**config.mk**
```make
export PLATFORM = sky130hd
export DESIGN_NAME = rx_fifo_intr
export DESIGN_NICKNAME = d
export VERILOG_FILES = /design/src/rtl/rxq_pkg.sv /design/src/rtl/rxq_store.sv /design/src/rtl/rxq_timer.sv /design/src/rtl/rx_fifo_intr.sv
export SDC_FILE = /design/constraint.sdc
export NUM_CORES = 1
export LEC_CHECK = 0
export ABC_CLOCK_PERIOD_IN_PS = 5900
export BUFFER_PORTS_ARGS = -buffer_cell sky130_fd_sc_hd__clkbuf_2
export CORE_ASPECT_RATIO = 0.75
export CORE_MARGIN = 4
export CORE_UTILIZATION = 60
export DETAILED_ROUTE_END_ITERATION = 6
export PLACE_DENSITY = 0.82
export RECOVER_POWER = 100
export SETUP_SLACK_MARGIN = 0.2
export SYNTH_ARGS = -nofsm -noshare
export SYNTH_HDL_FRONTEND = slang
export SYNTH_SLANG_ARGS = --single-unit
```
**constraint.sdc**
```tcl
create_clock -name clk -period 5.9 [get_ports clk]
set_clock_uncertainty 0.05 [all_clocks]
set_input_delay 0.885 -clock clk [delete_from_list [all_inputs] [get_ports clk]]
set_output_delay 0.885 -clock clk [all_outputs]
set_load 0.03 [all_outputs]
```
**src/rtl/rxq_pkg.sv**
```systemverilog
package rxq_pkg;

   // Map the 2-bit threshold select to a byte count for a queue of the given depth.
   function automatic int trig_level(input logic [1:0] sel, input int depth);
      case (sel)
         2'd0:    return 1;
         2'd1:    return depth / 4;
         2'd2:    return depth / 2;
         default: return depth - 2;
      endcase
   endfunction

endpackage

```
**src/rtl/rxq_store.sv**
```systemverilog
module rxq_store #(
   parameter int DATA_W = 8,
   parameter int DEPTH  = 16,
   localparam int PTR_W = $clog2(DEPTH),
   localparam int CNT_W = $clog2(DEPTH + 1)
) (
   input  logic              clk,
   input  logic              rst_n,
   input  logic              push,
   input  logic [DATA_W-1:0] din,
   input  logic              pop,
   output logic [DATA_W-1:0] dout,
   output logic [CNT_W-1:0]  count,
   output logic              empty,
   output logic              dropped
);

   initial begin
      if (DEPTH < 4 || (DEPTH & (DEPTH - 1)) != 0)
         $error("rxq_store: DEPTH must be a power of two and at least 4");
      if (DATA_W < 1)
         $error("rxq_store: DATA_W must be positive");
   end

   logic [PTR_W-1:0]  wr_ptr, rd_ptr;
   logic [DATA_W-1:0] slot [DEPTH];
   logic              full, pop_ok, push_ok;

   assign empty   = (count == '0);
   assign full    = (count == CNT_W'(DEPTH));
   assign pop_ok  = pop && !empty;
   assign push_ok = push && (!full || pop_ok);
   assign dropped = push && full && !pop_ok;
   assign dout    = slot[rd_ptr];

   for (genvar e = 0; e < DEPTH; e++) begin : g_slot
      always_ff @(posedge clk or negedge rst_n) begin
         if (!rst_n)
            slot[e] <= '0;
         else if (push_ok && wr_ptr == PTR_W'(e))
            slot[e] <= din;
      end
   end

   always_ff @(posedge clk or negedge rst_n) begin
      if (!rst_n) begin
         wr_ptr <= '0;
         rd_ptr <= '0;
         count  <= '0;
      end else begin
         if (push_ok) wr_ptr <= wr_ptr + 1'b1;
         if (pop_ok)  rd_ptr <= rd_ptr + 1'b1;
         case ({push_ok, pop_ok})
            2'b10:   count <= count + 1'b1;
            2'b01:   count <= count - 1'b1;
            default: count <= count;
         endcase
      end
   end

   a_r3_no_overflow: assert property (@(posedge clk) disable iff (!rst_n)
      count <= CNT_W'(DEPTH));

   a_r3_full_holds: assert property (@(posedge clk) disable iff (!rst_n)
      (full && push && !pop) |=> count == CNT_W'(DEPTH));

   a_r11_count_hold: assert property (@(posedge clk) disable iff (!rst_n)
      (push && pop && !empty) |=> $stable(count));

   a_r12_empty_read: assert property (@(posedge clk) disable iff (!rst_n)
      (empty && pop && !push) |=> count == '0);

endmodule

```
**src/rtl/rxq_timer.sv**
```systemverilog
module rxq_timer #(
   parameter int CB_W      = 4,
   parameter int OVS       = 16,
   parameter int TMO_CHARS = 4,
   localparam int MAX_TICKS = TMO_CHARS * OVS * ((1 << CB_W) - 1),
   localparam int TMR_W     = $clog2(MAX_TICKS + 1)
) (
   input  logic            clk,
   input  logic            rst_n,
   input  logic            empty,
   input  logic            activity,
   input  logic            tick,
   input  logic [CB_W-1:0] char_bits,
   output logic            expired
);

   initial begin
      if (OVS < 1 || TMO_CHARS < 1 || CB_W < 1)
         $error("rxq_timer: OVS, TMO_CHARS and CB_W must be positive");
   end

   logic [TMR_W-1:0] ticks;
   logic [TMR_W:0]   limit, nxt;

   assign limit = (TMR_W + 1)'(TMO_CHARS * OVS) * (TMR_W + 1)'(char_bits);
   assign nxt   = {1'b0, ticks} + 1'b1;

   always_ff @(posedge clk or negedge rst_n) begin
      if (!rst_n) begin
         ticks   <= '0;
         expired <= 1'b0;
      end else if (empty || activity) begin
         ticks   <= '0;
         expired <= 1'b0;
      end else if (tick && !expired) begin
         ticks <= nxt[TMR_W-1:0];
         if (nxt >= limit) expired <= 1'b1;
      end
   end

   a_r10_empty_idle: assert property (@(posedge clk) disable iff (!rst_n)
      empty |=> (!expired || !empty));

   a_r9_restart: assert property (@(posedge clk) disable iff (!rst_n)
      activity |=> !expired);

endmodule

```
**src/rtl/rx_fifo_intr.sv**
```systemverilog
module rx_fifo_intr #(
   parameter int DATA_W    = 8,
   parameter int DEPTH     = 16,
   parameter int CB_W      = 4,
   parameter int OVS       = 16,
   parameter int TMO_CHARS = 4,
   localparam int CNT_W    = $clog2(DEPTH + 1)
) (
   input  logic              clk,
   input  logic              rst_n,
   input  logic              rx_wr,
   input  logic [DATA_W-1:0] rx_data,
   input  logic              cpu_rd,
   output logic [DATA_W-1:0] rd_data,
   input  logic [1:0]        trig_sel,
   input  logic              irq_en,
   input  logic              baud_tick,
   input  logic [CB_W-1:0]   char_bits,
   input  logic              stat_rd,
   output logic [CNT_W-1:0]  fill_cnt,
   output logic              irq_data,
   output logic              irq_tmo,
   output logic              overrun
);

   import rxq_pkg::*;

   logic             empty, dropped, tmo_hit;
   logic [CNT_W-1:0] level;

   rxq_store #(.DATA_W(DATA_W), .DEPTH(DEPTH)) u_store (
      .clk     (clk),
      .rst_n   (rst_n),
      .push    (rx_wr),
      .din     (rx_data),
      .pop     (cpu_rd),
      .dout    (rd_data),
      .count   (fill_cnt),
      .empty   (empty),
      .dropped (dropped)
   );

   rxq_timer #(.CB_W(CB_W), .OVS(OVS), .TMO_CHARS(TMO_CHARS)) u_timer (
      .clk       (clk),
      .rst_n     (rst_n),
      .empty     (empty),
      .activity  (rx_wr || cpu_rd),
      .tick      (baud_tick),
      .char_bits (char_bits),
      .expired   (tmo_hit)
   );

   assign level    = CNT_W'(trig_level(trig_sel, DEPTH));
   assign irq_data = irq_en && (fill_cnt >= level);
   assign irq_tmo  = irq_en && tmo_hit;

   always_ff @(posedge clk or negedge rst_n) begin
      if (!rst_n)
         overrun <= 1'b0;
      else if (dropped)
         overrun <= 1'b1;
      else if (stat_rd)
         overrun <= 1'b0;
   end

   a_r4_overrun_set: assert property (@(posedge clk) disable iff (!rst_n)
      dropped |=> overrun);

   a_r4_overrun_sticky: assert property (@(posedge clk) disable iff (!rst_n)
      (overrun && !stat_rd) |=> overrun);

   a_r7_masked: assert property (@(posedge clk) disable iff (!rst_n)
      !irq_en |-> (!irq_data && !irq_tmo));

endmodule

```
Yosys cells after proc, flatten, opt, wreduce, memory -nomap -nowiden
Index checks and enable logic that the tools add are counted.
Widths: inputs -> output; s select.

cells by class
  add/subtract/negate cells = 5
  magnitude comparators = 3
  equal/unequal tests = 20
  muxes and demuxes = 12
  bitwise operators = 1
  reductions and logical operators = 38

operators by type and width
  kind                   number
  $bmux 8 s4             1
  $eq 4x4->1 const B     8
  $logic_and 1x1->1      23
  $mux 10                2
  $eq 4x3->1 const B     4
  $mux 8                 2
  $pmux 4 s3             1
  $add 10x1->11 const B  1
  $ge 11x10->1           1
  $pmux 5 s2             1
  $add 4x1->4 const B    2
  $eq 4x2->1 const B     2
  $reduce_bool 2->1      4
  $add 5x1->5 const B    1
  $eq 5x5->1 const B     1
  $ge 5x5->1             1
  $ge 5x5->1 const B     1
  $logic_not 5->1        1
  $mux 1                 5
  $not 4->5              1
  $sub 5x1->5 const B    1
  $eq 2x1->1 const B     2
  $eq 2x2->1 const B     2
  $eq 4x1->1 const B     1
  5 further kinds        10

storage, ports and cells
  register bits = 153
  input port bits = 21
  output and inout port bits = 16

Depth between registers and ports, before layout
  word-level depth = 7
  mapped depth = 13

Hierarchy
Synthesis repeated with hierarchy kept, for this count alone.

second synthesis, totals
  cell total of the unflattened synthesis = 526
  area, all modules = 7597.3 um2

modules (own cells, without submodules)
  module        instances  cells each  area an instance (um2)
  rxq_store     1          426         6713.9
  rxq_timer     1          80          726.9
  rx_fifo_intr  1          20          156.4

Worst setup path before layout
Ideal clock, no wire load.

  path type = register -> register
  from = register u_store.count[1]
  to = register u_store.count[4]
  library setup time = 0.136 ns
  arrival = 3.366 ns
  required time = 5.714 ns
  setup slack = 2.349 ns
  stages on the path, launching flop included = 14
  buffers on the path = 1
  period minus slack after synthesis = 3.551 ns
  path through = dfrtp_1 > or4_4 > or3b_1 > and2_2 > clkbuf_1 > inv_1 > ha_1 > inv_1 > fa_1 > nor2b_1 > o21ai_0 > nand3_1 > or3b_2 > xnor2_1

between the ends
  cells in the longest elaborated chain, start to end = 7
  elaborated cells between the ends (all ways) = 13
  those cells by class = add/sub: 2; eq/ne: 3; mux: 1; reduce/logical: 7

RTL lines
  what                                             RTL line         source
  start: declaration                               rxq_store.sv:13  output logic [CNT_W-1:0] count,
  start signal: assignment                         rxq_store.sv:54  2'b10: count <= count + 1'b1;
  start signal: assignment                         rxq_store.sv:55  2'b01: count <= count - 1'b1;
  start signal: assignment                         rxq_store.sv:56  default: count <= count;
  $logic_not 5->1                                  rxq_store.sv:29  assign empty = (count == '0);
  $logic_not 1->1                                  rxq_store.sv:31  assign pop_ok = pop && !empty;
  $logic_and 1x1->1                                rxq_store.sv:31
  $logic_or 1x1->1                                 rxq_store.sv:32  assign push_ok = push && (!full || pop_ok);
  $logic_and 1x1->1                                rxq_store.sv:32
  $eq 2x1->1 or $eq 2x2->1 (tied branches)         rxq_store.sv:53  case ({push_ok, pop_ok})
  $pmux 5 s2 or $reduce_bool 2->1 (tied branches)  -

Several ways; a longest one is shown, not always the timed one.
A chain may end at the register's enable or synchronous reset.

Final worst setup path
  from = register u_store.rd_ptr[0]
  to = output port rd_data[5]

between the ends
  cells in the longest elaborated chain, start to end = 4

RTL lines
  what                                       RTL line            source
  start: declaration                         rxq_store.sv:25     logic [PTR_W-1:0] wr_ptr, rd_ptr;
  start signal: assignment                   rxq_store.sv:52     if (pop_ok) rd_ptr <= rd_ptr + 1'b1;
  $not 4->5 (implied by the code)            rxq_store.sv:34     assign dout = slot[rd_ptr];
  $bmux 8 s4                                 rxq_store.sv:34
  $mux 8 (implied by the code) (2 in a row)  rxq_store.sv:34
  end: declaration                           rx_fifo_intr.sv:14  output logic [DATA_W-1:0] rd_data,

Every way passes these cells. The select of a mux whose other input is x is not followed.

==> results.md <==
* Final count of pins violating max slew at 110
* Height of the die at 105 um
* H-tree depth at 4
* Total routing resource utilization after global routing at 23.1%
* Ratio of cells with drive above 1 in the final layout at between 30% and 40%
* Max-Slew Margin vs Limit at -76.6%
* Arrival time worst endpoint at 3220 ps
* CP Capture Type: output pin
* Most frequent cells after synthesis: 153 x sky130_fd_sc_hd__dfrtp_1, 97 x sky130_fd_sc_hd__mux2_2, 40 x sky130_fd_sc_hd__mux4_2, 32 x sky130_fd_sc_hd__mux2_4
* WP data required at 4970 ps
* Sequential cell area in the final layout at 3830 um^2
* Die Span X at approximately 140 um
* RSZ-0062 raised after global routing: false
* Nature of the critical path startpoint: flop
* DR vias at approximately 4300
* Ys async rst share at 100%
* Avg WL per Cell at roughly 21 um
* Detailed-route DRC error count at 0
* Clock insertion delay at the later pin of the skew report at 410 ps
* Post-Synthesis Net Count at 550
* Flop-to-flop setup slack at ~2300 ps
* Initial Util at 61.4%
* Maximum number of pins on one net before global-route repair at 110
* Post-CTS setup-driven buffer insertion count at 0
* Hold Buf Count CTS at 0
* Number of antenna repair diodes at 0
* R2r worst-path depth at 12
* Core region area at roughly 12000 um^2
* Share of synthesized area occupied by flip-flops and latches at 50.7%
* Achievable clock frequency at 0.241 GHz
* Launch instance of the worst register-to-register path: u_store.count[1]
* Number of global-route vias before repair at 4482
* Count of warnings emitted by yosys at 0
* Total of flip-flops plus latches after synthesis at 153
* CTS sink count at 153
* Power density of the placed cells at 572 nW/um^2
* Fraction of the cycle the final worst path needs at just over 70%
* Residual antenna-violating net count after detailed routing at 0
* Pre-Repair DR Iteration Count at 4
* Gp weighted congestion at 0.851
* Mean area per synthesized cell at 14.8 um^2
* Die area at 14500 um^2
* Number of core rows at 35
* Detailed-placement wirelength estimate at between 10000 and 15000 um
* Detailed Route Iter0 Violations at 350
* Max Fanout on Critical Path at 19
* Start-to-end type of the worst setup path: flop to output pin
* Number of gates given a new drive strength after cts at 0
* Final Util at 66.7%
* Class of the worst hold path: flop to flop
* Beginning of the critical path: u_store.rd_ptr[0]
* Cell taking the most area after synthesis: sky130_fd_sc_hd__dfrtp_1
* Worst vdd rail ir drop at a little over 0.3 mV
* Number of I/O pins at 37
* Number of enable-type register cells in the synthesized netlist at 0
* CTS tree: done
* Number of instances in the synthesized netlist at 510
* Total Negative Setup Slacks at 0 ps
* Crit path capture: rd_data[5]
* Violated checks: capacitance limit, slew limit
* DRT Wirelength at 15200 um
* Clock root cell: sky130_fd_sc_hd__clkbuf_16
* Outcome: complete, but fails checks
* Most frequently used flop master after synthesis: sky130_fd_sc_hd__dfrtp_1
* Gr ovfl total at 0
* Global-route wire length before repair at ~25000 um
* Cts bufs inserted at 17
* Growth of design area from synthesis to finish at 8.58%
* Post-Synthesis Cell Area at approximately 7600 um^2
* Max-cap violation count at 1
* Final net count at between 500 and 600
* Clock input transition at the sequential cells of the worst setup and hold paths at 60 ps
* Maximum clock path buffer count at 2
* FF-to-FF End: u_store.count[4]
* Minimum clock period after layout at just over 4000 ps
* Via density per instance at around 6
* Synth unique cells at 42
* Buffers added on ports at 36
* Tightest Pin Transition at ~2600 ps
* Count of fill cells added during filler insertion at just over 800
* Leak at roughly 3.6 nW
* Final setup violation count at 0
* Combined area of the multi-input logic cells at around 3300 um^2
* Proportion of netlist area held by the largest area contributor at 50.7%
* Worst hold slack across all endpoints at 439 ps
* Initial antenna violation count at 0
* Hold Vio Cnt, Final at 0
* Count leader, synth: sky130_fd_sc_hd__dfrtp_1
* Biggest area contributors in the synthesized netlist: sky130_fd_sc_hd__dfrtp_1 51%, sky130_fd_sc_hd__mux2_2 14%, sky130_fd_sc_hd__mux4_2 12%, sky130_fd_sc_hd__mux2_4 6.4%, sky130_fd_sc_hd__ha_1 3.0%
[area by class of cell]
cell class,count,area share (%)
Timing Repair Buffer,39,2.23
Clock inverter,7,1.11
Tap cell,166,2.53
Inverter,14,0.641
Sequential cell,153,46.7
Multi-Input combinational cell,311,40.8
Clock buffer,23,6.07
[critical path, stage by stage (launching register included)]
cell and delay (ps):
sky130_fd_sc_hd__dfrtp_1 1010, sky130_fd_sc_hd__buf_4 480, sky130_fd_sc_hd__mux4_2 560, sky130_fd_sc_hd__mux4_2 510, sky130_fd_sc_hd__clkbuf_1 230
[per-stage QoR]
step | setup WS (ps) | total power, mW | area, um^2 | cells
finish | 1750 | 4.69 | 8200 | 713
floorplan | 2350 | 3.26 | 7560 | 510
global placement | 2470 | 3.65 | 7830 | 683
CTS | 2060 | 4.86 | 8420 | 713
detailed placement | 2370 | 3.75 | 7830 | 683
global route | 1520 | 4.94 | 8200 | 713
[worst min path at each step]
stage                                  from  slack, ps                end  cells after the start
final                     u_store.slot[119]        440  u_store.slot[119]                      1
after global routing       u_store.slot[39]        460   u_store.slot[39]                      1
after CTS                  u_store.slot[68]        450   u_store.slot[68]                      1
after detailed placement   u_store.slot[49]        440   u_store.slot[49]                      1
after global placement     u_store.slot[65]        430   u_store.slot[65]                      1
after floorplan            u_store.slot[10]        420   u_store.slot[10]                      1
[cells in the final DEF, fill, tap and decap left out, drive strengths merged, types with 4 or more instances in the layout]
cell type,instances
dfrtp,153
mux2,129
clkbuf,59
mux4,40
nand2,26
ha,18
inv,14
nor2,12
xnor2,11
xor2,10
and2,10
o21ai,9
a21oi,7
nand4,6
nor2b,5
clkinv,4
[flip-flops by register name, indices dropped and copies added, names as in the netlist]
| register | cells |
|---|---|
| overrun | 1 |
| u_store.wr_ptr | 4 |
| u_store.count | 5 |
| u_store.rd_ptr | 4 |
| u_store.slot | 128 |
| u_timer.ticks | 10 |
| u_timer.expired | 1 |
[per-layer routing]
metal | wire length (um) | GRT usage [%]
met1 | 7090 | 35.3
met2 | 7080 | 33.5
met3 | 814 | 4.86
met4 | 235 | 6.98
met5 | 0 | 0
[where the power goes]
part / switching (mW) / internal (mW) / leakage (nW)
Sequential: 0.357 / 1.51 / 1.91
Combinational: 0.813 / 0.934 / 1.42
Clock: 0.399 / 0.673 / 0.291
Total: 1.57 / 3.12 / 3.63
[kinds of logic after synthesis]
family / synth area share [%]
adder cells (fa/ha/maj): 3.25
flip-flops: 50.7
buffers and inverters: 2.57
AND/OR/NAND/NOR: 6.54
XOR/XNOR: 2.43
multiplexers: 32.7
AO/OA/AOI/OAI: 1.80
Note: power is estimated with default switching activity, not from simulation.
